--- src/rtl/cfg_spi_pkg.sv ---
package cfg_spi_pkg;
  localparam int BYTE_W     = 8;
  localparam int ADDR_W     = 7;
  localparam int FRAME_BITS = 2 * BYTE_W;
  localparam int CTRL_IDX   = 0;
  localparam int BIT_SRST   = 5;
  localparam int BIT_LSB    = 6;
  localparam int BIT_3W     = 7;

  typedef logic [BYTE_W-1:0] byte_t;

  // next value of a receive shifter for the chosen bit order
  function automatic byte_t shift_in(byte_t cur, logic b, logic lsb);
    return lsb ? {b, cur[BYTE_W-1:1]} : {cur[BYTE_W-2:0], b};
  endfunction

  // advance a transmit shifter by one bit
  function automatic byte_t shift_out(byte_t cur, logic lsb);
    return lsb ? {1'b0, cur[BYTE_W-1:1]} : {cur[BYTE_W-2:0], 1'b0};
  endfunction

  // bit currently presented by a transmit shifter
  function automatic logic out_bit(byte_t cur, logic lsb);
    return lsb ? cur[0] : cur[BYTE_W-1];
  endfunction

  function automatic byte_t reg_default(int idx);
    return (idx == CTRL_IDX) ? 8'h08 : 8'h00;
  endfunction

  function automatic byte_t reg_wmask(int idx);
    case (idx)
      0:       return 8'hDF;
      1:       return 8'hBF;
      3:       return 8'h33;
      default: return 8'hFF;
    endcase
  endfunction
endpackage

--- src/rtl/cfg_spi_sync.sv ---
module cfg_spi_sync #(
  parameter int STAGES = 2
) (
  input  logic clk,
  input  logic rst_n,
  input  logic sclk_i,
  input  logic csn_i,
  input  logic sdi_i,
  output logic sclk_rise,
  output logic sclk_fall,
  output logic cs_act,
  output logic sdi_s
);
  localparam int NSIG = 3;
  localparam int IX_SDI = 0;
  localparam int IX_CS  = 1;
  localparam int IX_CLK = 2;

  logic [NSIG-1:0] raw;
  logic [NSIG-1:0] synced;
  logic            sclk_d;

  assign raw = {sclk_i, ~csn_i, sdi_i};

  for (genvar s = 0; s < NSIG; s++) begin : g_sync
    logic [STAGES-1:0] q;
    always_ff @(posedge clk or negedge rst_n) begin
      if (!rst_n) q <= '0;
      else        q <= {q[STAGES-2:0], raw[s]};
    end
    assign synced[s] = q[STAGES-1];
  end

  always_ff @(posedge clk or negedge rst_n) begin
    if (!rst_n) sclk_d <= 1'b0;
    else        sclk_d <= synced[IX_CLK];
  end

  assign cs_act    = synced[IX_CS];
  assign sdi_s     = synced[IX_SDI];
  assign sclk_rise = cs_act &  synced[IX_CLK] & ~sclk_d;
  assign sclk_fall = cs_act & ~synced[IX_CLK] &  sclk_d;
endmodule

--- src/rtl/cfg_spi_frame.sv ---
module cfg_spi_frame
  import cfg_spi_pkg::*;
(
  input  logic              clk,
  input  logic              rst_n,
  input  logic              sclk_rise,
  input  logic              sclk_fall,
  input  logic              cs_act,
  input  logic              sdi,
  input  logic              ctrl_lsb_i,
  input  logic              ctrl_3w_i,
  input  byte_t             rd_data_i,
  output logic              mode_lsb,
  output logic              mode_3w,
  output logic              wr_stb,
  output logic [ADDR_W-1:0] addr,
  output byte_t             wr_data,
  output logic              drive,
  output logic              tx_bit
);
  localparam int CNT_W = $clog2(FRAME_BITS + 1);
  localparam logic [CNT_W-1:0] CNT_BYTE = CNT_W'(BYTE_W);
  localparam logic [CNT_W-1:0] CNT_LAST = CNT_W'(FRAME_BITS - 1);
  localparam logic [CNT_W-1:0] CNT_END  = CNT_W'(FRAME_BITS);

  logic [CNT_W-1:0] cnt_q;
  byte_t            ins_q, rx_q, tx_q;
  logic             drive_q, lsb_q, tw_q;
  logic             instr_done, is_read, rd_load;

  assign instr_done = (cnt_q >= CNT_BYTE);
  assign is_read    = ins_q[BYTE_W-1];
  assign addr       = ins_q[ADDR_W-1:0];
  assign wr_data    = shift_in(rx_q, sdi, lsb_q);
  assign wr_stb     = sclk_rise & (cnt_q == CNT_LAST) & ~is_read;
  assign rd_load    = sclk_fall & (cnt_q == CNT_BYTE) & is_read;

  always_ff @(posedge clk or negedge rst_n) begin
    if (!rst_n) begin
      cnt_q   <= '0;
      ins_q   <= '0;
      rx_q    <= '0;
      tx_q    <= '0;
      drive_q <= 1'b0;
      lsb_q   <= 1'b0;
      tw_q    <= 1'b0;
    end else if (!cs_act) begin
      cnt_q   <= '0;
      ins_q   <= '0;
      rx_q    <= '0;
      tx_q    <= '0;
      drive_q <= 1'b0;
      lsb_q   <= ctrl_lsb_i;
      tw_q    <= ctrl_3w_i;
    end else begin
      if (sclk_rise && cnt_q < CNT_END) begin
        cnt_q <= cnt_q + 1'b1;
        if (!instr_done) ins_q <= shift_in(ins_q, sdi, lsb_q);
        else             rx_q  <= wr_data;
      end
      if (rd_load) begin
        tx_q    <= rd_data_i;
        drive_q <= 1'b1;
      end else if (sclk_fall && drive_q) begin
        tx_q <= shift_out(tx_q, lsb_q);
      end
    end
  end

  assign mode_lsb = lsb_q;
  assign mode_3w  = tw_q;
  assign drive    = drive_q;
  assign tx_bit   = out_bit(tx_q, lsb_q);
endmodule

--- src/rtl/cfg_spi_regfile.sv ---
module cfg_spi_regfile
  import cfg_spi_pkg::*;
#(
  parameter int NUM_REGS = 5
) (
  input  logic                       clk,
  input  logic                       rst_n,
  input  logic                       wr_stb,
  input  logic [ADDR_W-1:0]          addr,
  input  byte_t                      wr_data,
  output byte_t                      rd_data,
  output logic                       soft_rst,
  output logic [NUM_REGS*BYTE_W-1:0] regs_flat
);
  assign soft_rst = wr_stb & (addr == ADDR_W'(CTRL_IDX)) & wr_data[BIT_SRST];

  for (genvar g = 0; g < NUM_REGS; g++) begin : g_reg
    byte_t q;
    always_ff @(posedge clk or negedge rst_n) begin
      if (!rst_n)
        q <= reg_default(g);
      else if (wr_stb && addr == ADDR_W'(g))
        q <= wr_data & reg_wmask(g);
      else if (soft_rst && g != CTRL_IDX)
        q <= reg_default(g);
    end
    assign regs_flat[g*BYTE_W +: BYTE_W] = q;
  end

  always_comb begin
    rd_data = '0;
    for (int i = 0; i < NUM_REGS; i++) begin
      if (addr == ADDR_W'(i)) rd_data = regs_flat[i*BYTE_W +: BYTE_W];
    end
  end
endmodule

--- src/rtl/cfg_spi_regbank.sv ---
module cfg_spi_regbank
  import cfg_spi_pkg::*;
#(
  parameter int NUM_REGS    = 5,
  parameter int SYNC_STAGES = 2
) (
  input  logic                       clk,
  input  logic                       rst_n,
  input  logic                       spi_csn,
  input  logic                       spi_sclk,
  input  logic                       spi_sdio_i,
  output logic                       spi_sdio_o,
  output logic                       spi_sdio_oe,
  output logic                       spi_sdo,
  output logic [NUM_REGS*BYTE_W-1:0] cfg_o
);
  logic              sclk_rise, sclk_fall, cs_act, sdi_s;
  logic              mode_lsb, mode_3w, wr_stb, soft_rst, drive, tx_bit;
  logic [ADDR_W-1:0] addr;
  byte_t             wr_data, rd_data;

  cfg_spi_sync #(.STAGES(SYNC_STAGES)) u_sync (
    .clk       (clk),
    .rst_n     (rst_n),
    .sclk_i    (spi_sclk),
    .csn_i     (spi_csn),
    .sdi_i     (spi_sdio_i),
    .sclk_rise (sclk_rise),
    .sclk_fall (sclk_fall),
    .cs_act    (cs_act),
    .sdi_s     (sdi_s)
  );

  cfg_spi_frame u_frame (
    .clk        (clk),
    .rst_n      (rst_n),
    .sclk_rise  (sclk_rise),
    .sclk_fall  (sclk_fall),
    .cs_act     (cs_act),
    .sdi        (sdi_s),
    .ctrl_lsb_i (cfg_o[CTRL_IDX*BYTE_W + BIT_LSB]),
    .ctrl_3w_i  (cfg_o[CTRL_IDX*BYTE_W + BIT_3W]),
    .rd_data_i  (rd_data),
    .mode_lsb   (mode_lsb),
    .mode_3w    (mode_3w),
    .wr_stb     (wr_stb),
    .addr       (addr),
    .wr_data    (wr_data),
    .drive      (drive),
    .tx_bit     (tx_bit)
  );

  cfg_spi_regfile #(.NUM_REGS(NUM_REGS)) u_regs (
    .clk       (clk),
    .rst_n     (rst_n),
    .wr_stb    (wr_stb),
    .addr      (addr),
    .wr_data   (wr_data),
    .rd_data   (rd_data),
    .soft_rst  (soft_rst),
    .regs_flat (cfg_o)
  );

  assign spi_sdio_oe = drive & mode_3w;
  assign spi_sdio_o  = spi_sdio_oe & tx_bit;
  assign spi_sdo     = drive & ~mode_3w & tx_bit;
endmodule

--- config.mk ---
export PLATFORM = sky130hd
export DESIGN_NAME = cfg_spi_regbank
export DESIGN_NICKNAME = d
export VERILOG_FILES = /design/src/rtl/cfg_spi_pkg.sv /design/src/rtl/cfg_spi_sync.sv /design/src/rtl/cfg_spi_frame.sv /design/src/rtl/cfg_spi_regfile.sv /design/src/rtl/cfg_spi_regbank.sv
export SDC_FILE = /design/constraint.sdc
export NUM_CORES = 1
export LEC_CHECK = 0
export BUFFER_PORTS_ARGS = -buffer_cell sky130_fd_sc_hd__buf_2
export CAP_MARGIN = 15
export CORE_UTILIZATION = 50
export DETAILED_ROUTE_END_ITERATION = 7
export PLACE_DENSITY = 0.7
export SLEW_MARGIN = 10
export SYNTH_ARGS = -nofsm -noshare
export SYNTH_HDL_FRONTEND = slang
export SYNTH_HIERARCHICAL = 1
export SYNTH_SLANG_ARGS = --single-unit
--- constraint.sdc ---
create_clock -name clk -period 3 [get_ports clk]
set_clock_uncertainty 0.05 [all_clocks]
set_input_delay 0.15 -clock clk [delete_from_list [all_inputs] [get_ports clk]]
set_output_delay 0.15 -clock clk [all_outputs]
set_load 0.1 [all_outputs]
==> out/results.ini, run 1 <==
[detailed_routing]
drt_iter0_drc=213
met3RoutedLength_um=343
highest-signal-layer=met4
routedLengthMet1_mm=4.12
antenna_violating_nets_post_route=0
drcViolationCount=0
drt-vias-per-instance=5.98
totalWireLength_mm=8.83
detail_route.wl_per_cell_um=18.6
dr_total_vias=2842
met2_length_mm=4.15
drt_first_pass_iters=4

[logic_synthesis]
synth.yosys.warnings=6
netlist_instances=342
synth_most_common_cell=dfrtp_1
post-synth-top-area-cell=dfrtp_1
top_cells_by_instance_count_after_synthesis=dfrtp_1, a22o_1, nand2_1
synth_cell_type_count=65
yosys_register_bits=73
async_flop_share_pct=100
post-synth-top-area-fraction_pct=46.3
seq_area_frac_synth_pct=47.0
synthFlopType=dfrtp_1
syn-mean-instance-area_um2=11.4
synth-edff-count=0
netlist_area_um2=3890
synthTopCellsByArea=dfrtp_1, a22o_1, mux2i_1, buf_4, mux2_4

[grt]
grt-ovfl-total=0
grt_pass1_wl_mm=14.6
globalRouteTotalUtil_pct=23.0
first_global_vias=2783
antenna_found_initial=0
grt_max_degree=74

[worst_setup_path]
worstSetupStartpointType=flip-flop
worstPathMaxFanout=10
setup.worst_path.end_class=flip-flop
crit_start=u_frame/cnt_q[3]
cp.required_ns=3.18
timing.critical_path.arrival_ns=2.98
crit_path_top_delay_cell=or4b_1
cp_slowest_stage_delay_ns=0.62
start_of_the_worst_register_to_register_path=u_frame/cnt_q[3]
r2r_cells=7
reg2reg_setup_slack_ns=0.20
path_class=flip-flop to flip-flop
setup.worst_path.end=u_regs/g_reg[4].q[7]
path_cells=and3_1, ha_1, nand2_1, nor2_1, or4b_4, or4b_1, a22o_1
crit-reg2reg-capture=u_regs/g_reg[4].q[7]

[floorplan]
design.die.area_um2=8130
core_region_area_um2=7370
die_height_um=90.2
top_level_ports=48
std_cell_rows=31
floorplan.initialDensity_pct=52.8
fp.dieW_um=90.2

[place]
numPortBuffers=41
gp_congestion=0.843
postPlaceCellArea_um2=4080
dp_hpwl_mm=6.01
place.detailed.instances=456

[power_and_ir_drop]
internal_power_mw=1.32
leakagePower_nw=2.01
share_comb_of_total_power_pct=5.4
p_per_area_nw_per_um2=412
power.net_switching_uw=444
seqPwrFrac_pct=56.4
ir_worst_vdd_uv=231
power_frac_clock_pct=38.3
switching_share_pct=25.1
design_power_total_mw=1.77

[clocking]
cts_made_buffers=9
clkLatencyLatePin_ns=0.35
worst_setup_hold_path_clk_slew_ns=0.08
cts_setup_buffers=0
tritoncts=built
post_cts.resized_instances=0
htreeDepth=3
hold_bufs_at_cts=4
number_of_buffers_on_the_longest_clock_path=2
cts_num_sinks=73
root_buffer=clkbuf_8

[sta]
final_min_period_over_clock_period_pct=93.3
timing.final.max_slew_violations=0
max_slew.worst_pin.slew_ns=0.854
final.setup.tns_ns=0
rsz_0062_raised_after_global_routing=no
timing.slew.headroom_pct=43.1
setup_viol_count_final=0
clock.fmax_mhz=357
hold_viol=0
fin_crit_ns=2.80

[layout]
drive_above_1_share_pct=26.1
final_cell_area_um2=4290
layout.cells.non_filler=475
final_util_pct=58.2
num-nets-final=380
num_antenna_cells=0
layout-area-overhead-vs-synth_pct=10.2

[run_status]
run_status=completed

[flow_run]
maxCapViolCount=0

[hold_path]
hold_path.class=primary input to asynchronous set/reset pin

metal layers:
metal | track usage [%] | vias to the layer above
met5 | 0 | -
met4 | 11.7 | 0
met3 | 4.06 | 17
met2 | 34.5 | 73
met1 | 32.1 | 1420
li1 | - | 1332
cells by family after synthesis:
logic type | count (synthesis) | share of synthesized area, %
compound gates | 88 | 18.0
xor+xnor | 1 | 0.225
fa+ha+maj | 3 | 0.965
buf+inv | 48 | 6.95
flops | 73 | 47.0
mux | 40 | 11.7
other cells | 1 | 0.0964
simple gates | 88 | 15.1
worst min path at each step:
| stage | startpoint | end | slack, ns | cells after the start |
|---|---|---|---|---|
| floorplan | rst_n | u_frame/cnt_q[0] | -0.20 | 0 |
| global placement | rst_n | u_regs/g_reg[1].q[0] | 0.16 | 2 |
| detailed placement | rst_n | u_regs/g_reg[0].q[1] | 0.16 | 2 |
| CTS | u_sync/g_sync[2].q[0] | u_sync/g_sync[2].q[1] | 0.30 | 0 |
| global route | u_sync/g_sync[2].q[0] | u_sync/g_sync[2].q[1] | 0.31 | 0 |
| finish | rst_n | u_regs/g_reg[1].q[0] | 0.29 | 3 |
through the flow:
step / setup WS [ns] / hold slack, ns
after floorplan: 0.537 / -0.196
after global placement: 0.322 / 0.157
after detailed placement: 0.275 / 0.159
after CTS: 0.256 / 0.302
after global routing: 0.0848 / 0.312
final: 0.201 / 0.288
power by group through the flow:
stage | Combinational (mW) | Sequential (mW) | Clock, mW
2_1_floorplan | 0.0676 | 1.01 | 0
3_3_place_gp | 0.0910 | 1.01 | 0
3_5_place_dp | 0.0923 | 1.02 | 0
4_1_cts | 0.0964 | 0.996 | 0.692
5_1_grt | 0.105 | 0.997 | 0.731
6_report | 0.0950 | 0.996 | 0.676
layout by cell type, fill, tap and decap left out, types with 4 or more instances in the layout:
cell           count
clkbuf_8          10
o21bai_1           6
mux2_4             7
mux2_1             7
a22o_1            29
a21oi_1            9
dfrtp_1           72
dlygate4sd3_1      4
o22ai_1            6
o31ai_1            5
mux2_2             9
nand3b_1           7
nor3b_1            6
or3_1              4
nor2_1             6
nor4_1             7
o2bb2ai_1          6
inv_1              7
buf_2             41
conb_1             6
buf_4              8
mux2i_1           17
a31oi_1            7
nand2_1           18
nor3_1             7
worst max-delay path, delay by kind of cell, from the launching register on:
family,cells,cell delay [ns]
flops,1,0.55
compound gates,1,0.29
fa+ha+maj,1,0.14
simple gates,5,1.66
area by class of cell:
type | count | area, µm²
Timing Repair Buffer | 54 | 325
Fill cell | 638 | 3080
Multi-Input combinational cell | 226 | 1810
Tap cell | 99 | 124
Clock inverter | 5 | 32.5
Clock buffer | 10 | 138
Sequential cell | 73 | 1830
Inverter | 8 | 30.0
registers in the layout (all words and copies together) (netlist names):
register and cells:
u_frame/mode_3w 1, u_frame/tx_q 8, u_frame/mode_lsb 1, u_sync/sclk_d 1, u_frame/rx_q 8, u_frame/cnt_q 5, u_frame/drive 1, u_frame/ins_q 8
u_sync/g_sync.q 6, u_regs/g.q 34
Note: power is estimated with default switching activity, not from simulation.
==> inputs of run 2 (changes only) <==
--- a/config.mk
+++ b/config.mk
@@ -7,9 +7,9 @@
 export LEC_CHECK = 0
 export BUFFER_PORTS_ARGS = -buffer_cell sky130_fd_sc_hd__buf_2
 export CAP_MARGIN = 15
-export CORE_UTILIZATION = 50
+export CORE_UTILIZATION = 35
 export DETAILED_ROUTE_END_ITERATION = 7
-export PLACE_DENSITY = 0.7
+export PLACE_DENSITY = 0.58
 export SLEW_MARGIN = 10
 export SYNTH_ARGS = -nofsm -noshare
 export SYNTH_HDL_FRONTEND = slang
==> out/results.ini, run 2 (synthesis gave the netlist of run 1 again) <==
[clocking]
tritoncts=built
worst_setup_hold_path_clk_slew_ns=0.08  ; about the same
cts_num_sinks=73  ; unchanged
number_of_buffers_on_the_longest_clock_path=2  ; unchanged
root_buffer=clkbuf_8
post_cts.resized_instances=0  ; unchanged
htreeDepth=3  ; unchanged
clkLatencyLatePin_ns=0.35  ; about the same
cts_made_buffers=9  ; unchanged
cts_setup_buffers=0  ; unchanged

[grt]
gr-usage-met1_pct=25.1  ; -7.0 points
grt_pass1_wl_mm=15.5  ; +6.3%
grt-ovfl-total=0  ; unchanged
globalRouteTotalUtil_pct=17.8  ; -5.2 points
global_routing_s_busiest_layer=met2
use_met2_pct=27.5  ; -7.1 points
antenna_found_initial=0  ; unchanged
first_global_vias=2767  ; -0.57%
gr-usage-met3_pct=2.18  ; -1.9 points
grt_max_degree=74  ; unchanged

[layout]
drive_above_1_share_pct=26.1  ; unchanged
final_common_cell=dfrtp_1
layout.cells.non_filler=516  ; +8.6%
final_cell_area_um2=4370  ; +1.9%
num-nets-final=379  ; -0.26%
final_cell_mix=dfrtp_1, buf_2, a22o_1
layout-area-overhead-vs-synth_pct=12.3
regMostFlops=u_regs/g.q
num_antenna_cells=0  ; unchanged
largest_reg_flops=34  ; unchanged

[detailed_routing]
antenna_violating_nets_post_route=0  ; unchanged
detail_route.wl_per_cell_um=18.5  ; -0.68%
drt-vias-per-instance=5.54  ; -7.4%
drt_iter0_drc=171  ; -20%
drcViolationCount=0  ; unchanged
dr_total_vias=2860  ; +0.63%
totalWireLength_mm=9.53  ; +7.9%
drt_first_pass_iters=6  ; +2

[run_status]
run_status=completed

[sta]
rsz_0062_raised_after_global_routing=no
setup_viol_count_final=0  ; unchanged
fin_ws_ns=0.288  ; +0.0876 ns
final_min_period_over_clock_period_pct=90.4  ; -2.9 points
final.setup.tns_ns=0  ; unchanged
clock.fmax_mhz=369  ; +3.2%
hold_viol=0  ; unchanged
fin_crit_ns=2.71  ; -0.0876 ns
timing.final.max_slew_violations=0  ; unchanged
timing.slew.headroom_pct=29.5  ; -14 points
max_slew.worst_pin.slew_ns=1.06  ; +0.204 ns

[worst_setup_path]
critical_path.top_delay_family=simple AND/OR/NAND/NOR gates
worstSetupStartpointType=flip-flop
crit_start=u_frame/cnt_q[0]
setup.worst_path.end_class=flip-flop
path_class=flip-flop to flip-flop
worstPathMaxFanout=7  ; -3
crit_path_frequent_cell=ha_1
start_of_the_worst_register_to_register_path=u_frame/cnt_q[0]
cp_slowest_stage_delay_ns=0.63  ; about the same
cp_num_buf_inv=0  ; unchanged
cp.required_ns=3.19  ; about the same
timing.critical_path.arrival_ns=2.90  ; -0.08 ns
path_cells=ha_1, and3_1, ha_1, nand2_1, nor2_1, or4b_4, or4b_1, a22o_1
crit_path_top_delay_cell=or4b_1

[power_and_ir_drop]
p_per_area_nw_per_um2=446  ; +8.2%
leakagePower_nw=2.03  ; +0.85%
ir_worst_vdd_uv=178  ; -23%

[floorplan]
core_region_area_um2=10800  ; +47%
fp.dieW_um=107  ; +19%
design.die.area_um2=11500  ; +42%
std_cell_rows=38  ; +23%
die_height_um=107  ; +19%
top_level_ports=48  ; unchanged
floorplan.initialDensity_pct=35.9  ; -17 points

[place]
dp_hpwl_mm=6.40  ; +6.5%
dp_worst_setup_slack_ns=0.295  ; +0.0204 ns
postPlaceCellArea_um2=4110  ; +0.83%
gp_congestion=0.845  ; +0.25%
place.detailed.instances=496  ; +8.8%
numPortBuffers=41  ; unchanged

[hold_path]
hold_path.class=flip-flop to flip-flop
timing.hold.worst.start=u_sync/g_sync[0].q[0]

[flow_run]
maxCapViolCount=0  ; unchanged

## run 2: changes by cell type in the layout (fill, tap and decap cells not counted)
cell / previous run / this run
clkbuf_8: 10 / 9
inv_6: 0 / 1
buf_12: 1 / 0
buf_2: 41 / 40
buf_4: 8 / 9
clkinvlp_4: 3 / 2
bufinv_16: 0 / 2
## run 2: worst reg2reg max path, stage by stage, from the launching register on
cell,delay (ns)
dfrtp_1,0.40
ha_1,0.18
and3_1,0.16
ha_1,0.13
nand2_1,0.05
nor2_1,0.21
or4b_4,0.52
or4b_1,0.63
a22o_1,0.29
## run 2: layer usage
metal  routed length [µm]  vias to the layer above
li1                     -                     1338
met1                 4570                     1435
met2                 4490                       72
met3                  288                       15
met4                  183                        0
met5                    0                        -
## run 2: per-stage QoR
| stage | power, mW | hold slack (ns) | utilization, % |
|---|---|---|---|
| after floorplan | 1.08 | -0.196 | - |
| after global placement | 1.10 | 0.212 | 37.9 |
| after detailed placement | 1.11 | 0.209 | 37.9 |
| after CTS | 1.97 | 0.306 | 40.3 |
| after global routing | 2.03 | 0.310 | 40.3 |
| final | 1.95 | 0.304 | 40.3 |
## run 2: repair_timing
action,in CTS,in global routing
setup endpoints to repair,0,0
hold endpoints to repair,75,0
hold buffers,4,0
## run 2: layout make-up
| type | count | area (µm²) |
|---|---|---|
| Clock inverter | 7 | 93.8 |
| Multi-Input combinational cell | 226 | 1810 |
| Inverter | 8 | 30.0 |
| Clock buffer | 9 | 124 |
| Tap cell | 140 | 175 |
| Timing Repair Buffer | 53 | 308 |
| Sequential cell | 73 | 1830 |
| Fill cell | 1065 | 6470 |
## run 2: path summary, 6_finish.rpt
kind / endpoint / slack [ns] / cells after the start
worst min register to register: u_sync/g_sync[0].q[1] / 0.30 / 0
worst max register to register: u_regs/g_reg[4].q[1] / 0.29 / 8
min in group asynchronous: u_regs/g_reg[1].q[3] / 0.41 / 2
worst min-delay path: u_sync/g_sync[0].q[1] / 0.30 / 0
max in group asynchronous: u_frame/cnt_q[4] / 1.83 / 2
worst max-delay path: u_regs/g_reg[4].q[1] / 0.29 / 8
## run 2: where the power goes
part / switching (mW) / internal, mW
registers: 0.00783 / 0.989
logic: 0.0751 / 0.0163
clock network: 0.392 / 0.468
total: 0.475 / 1.47
